## src/rtl/rom_diag_pkg.sv

```systemverilog
package rom_diag_pkg;
    typedef enum logic [2:0] {
        ST_IDLE,
        ST_LD_TFF,
        ST_LD_SIG,
        ST_ACCUM,
        ST_CHECK,
        ST_BACK,
        ST_DONE
    } diag_state_e;

    localparam int REF_ROW_TFF = 0;
    localparam int REF_ROW_SIG = 1;
endpackage

```

## src/rtl/diag_sig_step.sv

```systemverilog
module diag_sig_step #(
    parameter int DATA_W = 8,
    parameter logic [DATA_W-1:0] POLY = 'h1D
) (
    input  logic [DATA_W-1:0] cur,
    input  logic [DATA_W-1:0] din,
    output logic [DATA_W-1:0] fwd,
    output logic [DATA_W-1:0] bwd
);
    logic [DATA_W-1:0] shifted;
    logic [DATA_W-1:0] unfold;

    for (genvar gi = 0; gi < DATA_W; gi++) begin : g_bit
        if (gi == 0) begin : g_lsb
            assign shifted[gi] = POLY[gi] & cur[DATA_W-1];
        end else begin : g_upper
            assign shifted[gi] = cur[gi-1] ^ (POLY[gi] & cur[DATA_W-1]);
        end
        assign unfold[gi] = cur[gi] ^ (POLY[gi] & cur[0]);
    end

    assign fwd = shifted ^ din;
    assign bwd = {cur[0], unfold[DATA_W-1:1]};
endmodule

```

## src/rtl/diag_addr_mux.sv

```systemverilog
module diag_addr_mux #(
    parameter int ADDR_W = 6,
    parameter int COL_W  = 2
) (
    input  logic                    ref_sel,
    input  logic                    ref_idx,
    input  logic [ADDR_W-COL_W-1:0] row,
    input  logic [COL_W-1:0]        col,
    output logic [ADDR_W:0]         addr
);
    localparam int ROW_W = ADDR_W - COL_W;

    always_comb begin
        if (ref_sel) begin
            addr = {1'b1, ROW_W'(ref_idx), col};
        end else begin
            addr = {1'b0, row, col};
        end
    end
endmodule

```

## src/rtl/rom_fault_locator.sv

```systemverilog
module rom_fault_locator
    import rom_diag_pkg::*;
#(
    parameter int ADDR_W = 6,
    parameter int COL_W  = 2,
    parameter int DATA_W = 8,
    parameter logic [DATA_W-1:0] POLY = 'h1D
) (
    input  logic              clk,
    input  logic              rst_n,
    input  logic              start,
    output logic [ADDR_W:0]   rom_addr,
    input  logic [DATA_W:0]   rom_data,
    output logic              rep_we,
    output logic [ADDR_W-1:0] rep_addr,
    output logic [DATA_W-1:0] rep_data,
    output logic              done,
    output logic              fault_found,
    output logic              diag_fail
);
    localparam int ROW_W = ADDR_W - COL_W;

    typedef struct packed {
        diag_state_e       st;
        logic [ROW_W-1:0]  row;
        logic [COL_W-1:0]  col;
        logic [DATA_W-1:0] tff;
        logic [DATA_W-1:0] sig;
        logic              we;
        logic [ADDR_W-1:0] waddr;
        logic [DATA_W-1:0] wdata;
        logic              found;
        logic              fail;
    } regs_t;

    regs_t q, d;

    logic [DATA_W-1:0] word;
    logic [DATA_W-1:0] sig_fwd;
    logic [DATA_W-1:0] sig_bwd;
    logic              adv;

    assign word = rom_data[DATA_W-1:0];

    diag_sig_step #(.DATA_W(DATA_W), .POLY(POLY)) u_sig (
        .cur (q.sig),
        .din (word),
        .fwd (sig_fwd),
        .bwd (sig_bwd)
    );

    diag_addr_mux #(.ADDR_W(ADDR_W), .COL_W(COL_W)) u_mux (
        .ref_sel (q.st == ST_LD_TFF || q.st == ST_LD_SIG),
        .ref_idx (q.st == ST_LD_SIG),
        .row     (q.row),
        .col     (q.col),
        .addr    (rom_addr)
    );

    always_comb begin
        d    = q;
        d.we = 1'b0;
        adv  = 1'b0;
        case (q.st)
            ST_IDLE, ST_DONE: begin
                if (start) begin
                    d.st    = ST_LD_TFF;
                    d.col   = '0;
                    d.found = 1'b0;
                    d.fail  = 1'b0;
                end
            end
            ST_LD_TFF: begin
                d.tff = word;
                d.st  = ST_LD_SIG;
            end
            ST_LD_SIG: begin
                d.sig = word;
                d.row = '0;
                d.st  = ST_ACCUM;
            end
            ST_ACCUM: begin
                d.tff = q.tff ^ word;
                d.sig = sig_fwd;
                if (&q.row) begin
                    d.st = ST_CHECK;
                end else begin
                    d.row = q.row + ROW_W'(1);
                end
            end
            ST_CHECK: begin
                if (q.tff == '0) begin
                    adv = 1'b1;
                end else begin
                    d.st = ST_BACK;
                end
            end
            ST_BACK: begin
                if (q.sig == q.tff) begin
                    d.we    = 1'b1;
                    d.waddr = {q.row, q.col};
                    d.wdata = word ^ q.tff;
                    d.found = 1'b1;
                    adv     = 1'b1;
                end else if (q.row == '0) begin
                    d.fail = 1'b1;
                    adv    = 1'b1;
                end else begin
                    d.sig = sig_bwd;
                    d.row = q.row - ROW_W'(1);
                end
            end
            default: d.st = ST_IDLE;
        endcase
        if (adv) begin
            if (&q.col) begin
                d.st = ST_DONE;
            end else begin
                d.col = q.col + COL_W'(1);
                d.st  = ST_LD_TFF;
            end
        end
    end

    always_ff @(posedge clk or negedge rst_n) begin
        if (!rst_n) begin
            q <= '0;
        end else begin
            q <= d;
        end
    end

    assign rep_we      = q.we;
    assign rep_addr    = q.waddr;
    assign rep_data    = q.wdata;
    assign done        = (q.st == ST_DONE);
    assign fault_found = q.found;
    assign diag_fail   = q.fail;

    // Reference words are fetched from the extra rows only
    assert_ref_read_R2: assert property (@(posedge clk) disable iff (!rst_n)
        (q.st == ST_LD_TFF || q.st == ST_LD_SIG) |-> rom_addr[ADDR_W]);

    // Backward walk moves down one row per clock
    assert_back_step_R4: assert property (@(posedge clk) disable iff (!rst_n)
        (q.st == ST_BACK && $past(q.st) == ST_BACK) |-> (q.row == $past(q.row) - ROW_W'(1)));

    // Residue is frozen during the backward walk
    assert_tff_hold_R4: assert property (@(posedge clk) disable iff (!rst_n)
        (q.st == ST_BACK && $past(q.st) == ST_BACK) |-> $stable(q.tff));

    // Writes only follow a backward compare and last one cycle
    assert_write_src_R4: assert property (@(posedge clk) disable iff (!rst_n)
        rep_we |-> ($past(q.st) == ST_BACK));
    assert_write_pulse_R5: assert property (@(posedge clk) disable iff (!rst_n)
        rep_we |=> !rep_we);

    // Column advances by exactly one between positions
    assert_col_order_R5: assert property (@(posedge clk) disable iff (!rst_n)
        (q.st == ST_LD_TFF && ($past(q.st) == ST_CHECK || $past(q.st) == ST_BACK))
            |-> (q.col == $past(q.col) + COL_W'(1)));

    // A failed walk never produces a write in the same step
    assert_fail_no_write_R8: assert property (@(posedge clk) disable iff (!rst_n)
        (diag_fail && !$past(diag_fail) && $past(q.st) == ST_BACK) |-> !rep_we);

    // Start during accumulation does not restart
    assert_start_ignored_R9: assert property (@(posedge clk) disable iff (!rst_n)
        (q.st == ST_ACCUM && start) |=> (q.st == ST_ACCUM || q.st == ST_CHECK));
endmodule

```

## config.mk

```make
export PLATFORM = sky130hd
export DESIGN_NAME = rom_fault_locator
export DESIGN_NICKNAME = d
export VERILOG_FILES = /design/src/rtl/rom_diag_pkg.sv /design/src/rtl/diag_sig_step.sv /design/src/rtl/diag_addr_mux.sv /design/src/rtl/rom_fault_locator.sv
export SDC_FILE = /design/constraint.sdc
export NUM_CORES = 1
export LEC_CHECK = 0
export BUFFER_PORTS_ARGS = -buffer_cell sky130_fd_sc_hd__buf_2
export CAP_MARGIN = 5
export CORE_ASPECT_RATIO = 1.2
export CORE_MARGIN = 4
export CORE_UTILIZATION = 55
export CTS_BUF_LIST = sky130_fd_sc_hd__clkbuf_4 sky130_fd_sc_hd__clkbuf_8 sky130_fd_sc_hd__clkbuf_16
export CTS_CLUSTER_DIAMETER = 40
export DETAILED_ROUTE_END_ITERATION = 12
export GPL_ROUTABILITY_DRIVEN = 0
export HOLD_SLACK_MARGIN = 0.02
export PLACE_DENSITY = 0.87
export SLEW_MARGIN = 20
export SYNTH_ARGS = -nofsm -noshare
export SYNTH_HDL_FRONTEND = slang
export SYNTH_HIERARCHICAL = 1
export SYNTH_SLANG_ARGS = --single-unit
```

## constraint.sdc

```tcl
create_clock -name clk -period 2.63 [get_ports clk]
set_input_delay 0.526 -clock clk [delete_from_list [all_inputs] [get_ports clk]]
set_output_delay 0.526 -clock clk [all_outputs]
set_load 0.02 [all_outputs]
```

==> key figures, run 1 <==
Run status
  – Status: finished, final reports clean

STA
  – Final Hold Fails: 0
  – Setup TNS: 0 ns
  – Final setup fails: 0
  – Max Clk Rate: 0.414 GHz
  – Max Slew Vio Count: 0
  – Worst Tran Pin Value: 0.946 ns
  – Final period utilization: 0.918
  – RSZ-0062 raised after global routing: no
  – Minimum clock period: 2.41 ns
  – Clock Skews: 0.00623 ns
  – Rel. slew slack: 0.369

Synthesis
  – Main synth FF type: dfrtp_1
  – Largest cells by area after synthesis: dfrtp_1 39%, xnor2_1 6.1%, buf_4 6.1%
  – Post-synthesis cell count: 286
  – Post-synth ARST share: 1.00
  – Synth area leader: dfrtp_1
  – #FFs+latches synth: 42
  – EDFF count, synth: 0
  – Synth top area share: 0.387
  – Sequential area share after synthesis: 0.387
  – Post-Syn Area: 2720 um2
  – Total number of yosys warnings: 6
  – Count of cell types in the netlist: 47
  – Synthesized Nets: 302
  – Syn avg cell area: 9.50 um2

Setup path
  – Crit path DAT: 1.89 ns
  – Worst r2r src: q[40]
  – R2R setup slack: 0.30 ns
  – Max stage delay cell, worst path: dfrtp_1
  – Worst-path cell chain: buf_4, xnor2_1, nor2_1, mux2_4, buf_2
  – Worst path depth: 5
  – Reg2reg path depth: 8
  – WP buf/inv: 2
  – FF-to-FF End: q[38]
  – Family with the most delay on the worst path: flip-flops
  – CP Capture Point: rom_addr[2]
  – Worst setup startpoint: q[39]
  – Data required, critical path: 2.10 ns
  – Critical path type: flip-flop to output pin
  – Crit end category: output pin
  – Max stage delay on crit path: 0.41 ns
  – CP Launch Type: flip-flop
  – CP max FO: 20

Drt
  – First drt pass iteration count: 4
  – First DRT Iteration DRCs: 225
  – Routed WL: 5480 um
  – DRC Markers: 0
  – Detailed-route wire length per cell: 15.6 um
  – Antenna-violating nets left: 0
  – Routed vias: 2078
  – Mean number of vias per cell: 5.92

Floorplanning
  – Core area: 4700 um2
  – Initial core utilization: 0.578
  – Die Wd: 72.2 um
  – Die Span Y: 85.0 um
  – Die area: 6130 um2
  – FP Rows: 27
  – I/O Pins: 37

Clock network
  – CTS Buffer Depth: 2
  – CTS H-tree lvls: 2
  – CTS tree: built
  – Post-CTS sizing: 0
  – Root buffer cell: clkbuf_8
  – # hold bufs at CTS: 0
  – Cts bufs inserted: 5
  – Clock Sinks: 42
  – Worst-Skew Late Latency: 0.30 ns
  – Post-CTS Setup Bufs: 0
  – Clock slew at reported path FFs: 0.08 ns

Min path
  – Worst hold path type: input port to asynchronous set/reset pin

Finish
  – Layout net count: 309
  – Share of post-route cells with drive strength above 1: 0.242
  – Post-Layout Cell Count: 351
  – Area grow syn2layout: 4.42%
  – # diodes: 0
  – Design area: 2840 um2

Placement
  – I/O Buffers: 35
  – Placed cells: 344
  – Placed Instance Area: 2760 um2
  – Final HPWL DP: 3850 um

GRT
  – Largest net degree at the start of global routing: 43
  – First-pass GRT wire length: 9280 um
  – Remaining Overflow, GRT: 0
  – Total GRT Usage: 0.188
  – Number of global-route vias before repair: 1951
  – Initial antenna violation count: 0

Run
  – MaxCap Viol Count: 0

Pwr
  – Cell-internal power: 1.97 mW
  – Peak supply drop: 0.000595 V
  – Pwr/cell area: 1180 nW/um2
  – Sw Ratio: 0.410
  – Total power: 3.33 mW
  – P_sw: 1.37 mW
  – Leakage: 1.34 nW
  – Reg power frac: 0.357
  – Clock power frac: 0.118
  – Combinational power share: 0.525
==> metal layers <==
layer | track usage | part of all wire
met1 | 0.249 | 0.43
met2 | 0.299 | 0.49
met3 | 0.0450 | 0.066
met5 | 0 | 0
met4 | 0.0667 | 0.016
==> logic make-up after synthesis <==
group | share of synthesized area
AND/OR/NAND/NOR | 0.135
multiplexers | 0.0668
adder cells (fa/ha/maj) | 0.0212
XOR/XNOR | 0.115
flip-flops | 0.387
AO/OA/AOI/OAI | 0.170
buffers and inverters | 0.106
==> worst register-to-register path, delay by kind of cell (launching register included) <==
kind / cells / cell delay, ns
AND/OR/NAND/NOR: 3 / 0.76
AO/OA/AOI/OAI: 3 / 0.64
flip-flops: 1 / 0.38
adder cells (fa/ha/maj): 1 / 0.26
buffers and inverters: 1 / 0.18
==> stage by stage <==
step / hold slack [ns] / util / setup WS [ns]
after floorplan: 0.230 / - / 0.357
after global placement: 0.452 / 0.587 / 0.380
after detailed placement: 0.458 / 0.587 / 0.322
after CTS: 0.409 / 0.604 / 0.227
after global routing: 0.465 / 0.604 / 0.127
final: 0.376 / 0.604 / 0.216
==> cell usage after synthesis (3+ instances only) <==
| cell | number |
|---|---|
| nor2b_1 | 3 |
| buf_4 | 22 |
| o22a_1 | 6 |
| o22ai_1 | 16 |
| and2b_2 | 3 |
| inv_1 | 5 |
| clkbuf_1 | 8 |
| mux2_2 | 13 |
| xor2_1 | 8 |
| xnor2_1 | 19 |
| ha_1 | 3 |
| a21oi_1 | 22 |
| a311oi_1 | 7 |
| nor2_1 | 19 |
| o21ai_0 | 12 |
| dfrtp_1 | 42 |
| nand4_1 | 3 |
| nor3_1 | 3 |
| buf_2 | 9 |
| nand2_1 | 28 |
==> placed cells by master (no fill, tap or decap), types with 7 or more instances in the layout <==
cell type,netlist,layout
dfrtp_1,42,42
buf_2,9,35
nand2_1,28,28
a21oi_1,22,22
nor2_1,19,19
xnor2_1,19,19
o22ai_1,16,16
mux2_2,13,13
o21ai_0,12,12
xor2_1,8,8
a311oi_1,7,7
buf_4,22,7
==> worst min-delay path by stage <==
stage                            from          end  slack (ns)  depth (start not counted)
after floorplan                 rst_n    diag_fail        0.23                          0
after global placement    rep_addr[4]  rep_addr[4]        0.45                          2
after detailed placement  rep_addr[4]  rep_addr[4]        0.46                          2
after CTS                       rst_n        q[23]        0.41                          1
after global routing            rst_n        q[37]        0.47                          1
final                           rst_n        q[22]        0.38                          1
==> final cells by class <==
class	instances	area (um2)
Inverter	7	28.8
Clock buffer	5	68.8
Clock inverter	2	10.0
Tap cell	58	72.6
Sequential cell	42	1050
Multi-Input combinational cell	195	1380
Timing Repair Buffer	42	228
Fill cell	395	1860
==> power groups by stage <==
stage	logic (mW)	clock network [mW]	registers, mW
2_1_floorplan	1.61	0	1.05
6_report	1.75	0.393	1.19
3_5_place_dp	1.74	0	1.19
5_1_grt	1.92	0.432	1.23
4_1_cts	1.75	0.405	1.18
3_3_place_gp	1.67	0	1.18
==> registers in the layout, summed over array words and instances (netlist names) <==
signal	flops
q	25
rep_data	8
rep_addr	6
diag_fail	1
fault_found	1
rep_we	1
No activity file was read; power rests on OpenSTA's default activity.
==> run 2, diff against run 1 <==
--- a/config.mk
+++ b/config.mk
@@ -9,13 +9,13 @@
 export CAP_MARGIN = 5
 export CORE_ASPECT_RATIO = 1.2
 export CORE_MARGIN = 4
-export CORE_UTILIZATION = 55
+export CORE_UTILIZATION = 47
 export CTS_BUF_LIST = sky130_fd_sc_hd__clkbuf_4 sky130_fd_sc_hd__clkbuf_8 sky130_fd_sc_hd__clkbuf_16
 export CTS_CLUSTER_DIAMETER = 40
 export DETAILED_ROUTE_END_ITERATION = 12
 export GPL_ROUTABILITY_DRIVEN = 0
 export HOLD_SLACK_MARGIN = 0.02
-export PLACE_DENSITY = 0.87
+export PLACE_DENSITY = 0.77
 export SLEW_MARGIN = 20
 export SYNTH_ARGS = -nofsm -noshare
 export SYNTH_HDL_FRONTEND = slang
==> key figures, run 2 (synthesized netlist as in run 1, its figures left out) <==
GRT
  – Number of global-route vias before repair: 1993 (+2.2%)
  – Total GRT Usage: 0.164 (-0.0248)
  – First-pass GRT wire length: 9480 um (+2.2%)
  – Remaining Overflow, GRT: 0 (unchanged)
  – Largest net degree at the start of global routing: 43 (unchanged)
  – Initial antenna violation count: 0 (unchanged)

Clock network
  – Cts bufs inserted: 5 (unchanged)
  – CTS Buffer Depth: 2 (unchanged)
  – Post-CTS Setup Bufs: 0 (unchanged)
  – Worst-Skew Late Latency: 0.30 ns (about the same)
  – CTS tree: built
  – Root buffer cell: clkbuf_8
  – CTS H-tree lvls: 2 (unchanged)
  – Clock Sinks: 42 (unchanged)
  – # hold bufs at CTS: 0 (unchanged)
  – Clock slew at reported path FFs: 0.08 ns (about the same)
  – Post-CTS sizing: 0 (unchanged)

Floorplanning
  – FP Rows: 30 (+11%)
  – Die area: 7070 um2 (+15%)
  – Die Wd: 77.4 um (+7.3%)
  – Initial core utilization: 0.482 (-0.0960)
  – I/O Pins: 37 (unchanged)
  – Core area: 5630 um2 (+20%)
  – Die Span Y: 91.3 um (+7.4%)

Run
  – MaxCap Viol Count: 0 (unchanged)

STA
  – Clock Skews: 0.00328 ns (-0.00296 ns)
  – Final setup fails: 0 (unchanged)
  – Final period utilization: 0.895 (-0.0228)
  – Max Clk Rate: 0.425 GHz (+2.5%)
  – Final Hold Fails: 0 (unchanged)
  – Minimum clock period: 2.35 ns (-0.0599 ns)
  – Rel. slew slack: 0.377 (+0.00816)
  – Setup slack after layout: 0.276 ns (+0.0599 ns)
  – Setup TNS: 0 ns (unchanged)
  – Max Slew Vio Count: 0 (unchanged)
  – Minimum hold slack: 0.363 ns (-0.0128 ns)
  – Worst Tran Pin Value: 0.934 ns (-0.0122 ns)
  – RSZ-0062 raised after global routing: no

Setup path
  – Worst setup startpoint: q[39]
  – Worst r2r src: q[40]
  – CP Capture Point: rom_addr[2]
  – FF-to-FF End: q[38]
  – CP Launch Type: flip-flop
  – Crit path DAT: 1.83 ns (-0.06 ns)
  – Crit end category: output pin
  – Critical path type: flip-flop to output pin
  – R2R setup slack: 0.30 ns (about the same)
  – Reg2reg path depth: 8 (unchanged)
  – Data required, critical path: 2.10 ns (about the same)
  – CP max FO: 20 (unchanged)

Drt
  – First DRT Iteration DRCs: 179 (-20%)
  – Mean number of vias per cell: 5.88 (-0.63%)
  – Antenna-violating nets left: 0 (unchanged)
  – Detailed-route wire length per cell: 15.4 um (-1.2%)
  – Routed vias: 2106 (+1.3%)
  – DRC Markers: 0 (unchanged)
  – Routed WL: 5520 um (+0.73%)
  – First drt pass iteration count: 5 (+1)

Finish
  – Max reg flops: 25 (unchanged)
  – Layout net count: 309 (unchanged)
  – Area grow syn2layout: 5.30%
  – # diodes: 0 (unchanged)
  – Leading cell type in the layout, fill and taps excluded: dfrtp_1
  – Design area: 2860 um2 (+0.84%)
  – Share of post-route cells with drive strength above 1: 0.245 (+0.00258)
  – Reg with most FFs: q
  – Commonest cells after routing, fill and taps aside: 42 x dfrtp_1, 35 x buf_2, 28 x nand2_1, 22 x a21oi_1

Placement
  – I/O Buffers: 35 (unchanged)
  – Placed Instance Area: 2770 um2 (+0.27%)
  – Dpl ws: 0.293 ns (-0.0291 ns)
  – Final HPWL DP: 3970 um (+3.1%)

Min path
  – Worst hold path type: input port to asynchronous set/reset pin

Run status
  – Status: finished, final reports clean

Pwr
  – Leakage: 1.35 nW (+0.59%)
  – Peak supply drop: 0.000402 V (-32%)
  – Pwr/cell area: 1180 nW/um2 (+0.72%)
## run 2: cell count changes in the layout (fill, tap and decap cells not counted), sizes merged
| cell | change |
|---|---|
| clkinv | -1 |
| clkbuf | +2 |
## run 2: through the flow
stage,instances,total power [mW],util
2_1_floorplan,286,2.65,-
3_3_place_gp,350,2.86,0.491
3_5_place_dp,350,2.94,0.491
4_1_cts,358,3.39,0.508
5_1_grt,358,3.64,0.508
6_report,358,3.39,0.508
## run 2: how the worst min path moves through the flow
stage	from	end	cells after the start
after floorplan	rst_n	diag_fail	0
after global placement	rep_addr[5]	rep_addr[5]	2
after detailed placement	rep_addr[5]	rep_addr[5]	2
after CTS	rst_n	rep_data[1]	1
after global routing	rst_n	rep_data[1]	1
final	rst_n	rep_data[1]	1
## run 2: where the power goes
group / total [mW] / internal [mW] / leakage (nW) / switching (mW)
Clock: 0.448 / 0.222 / 0.0517 / 0.225
Sequential: 1.19 / 0.855 / 0.480 / 0.334
Combinational: 1.75 / 0.931 / 0.813 / 0.817
Total: 3.39 / 2.01 / 1.35 / 1.38
## run 2: worst max-delay path: stages (launching register included)
cell and delay [ns]:
dfrtp_1 0.42, buf_4 0.22, xnor2_1 0.14, nor2_1 0.26
mux2_4 0.33, buf_2 0.16
## run 2: routing by layer
layer,wire (um),GRT usage,vias up,part of all wire
met1,2350,0.204,1016,0.43
met4,123,0.0668,0,0.022
li1,-,-,999,-
met2,2780,0.279,75,0.50
met3,260,0.0268,16,0.047
met5,0,0,-,0
## run 2: area by class of cell
type,count,area (um2)
fillers,520,2770
multi-input cells,195,1380
flip-flops and latches,42,1050
repair buffers,42,228
clock buffers,7,90.1
well taps,64,80.1
inverters,7,28.8
clock inverters,1,5.00
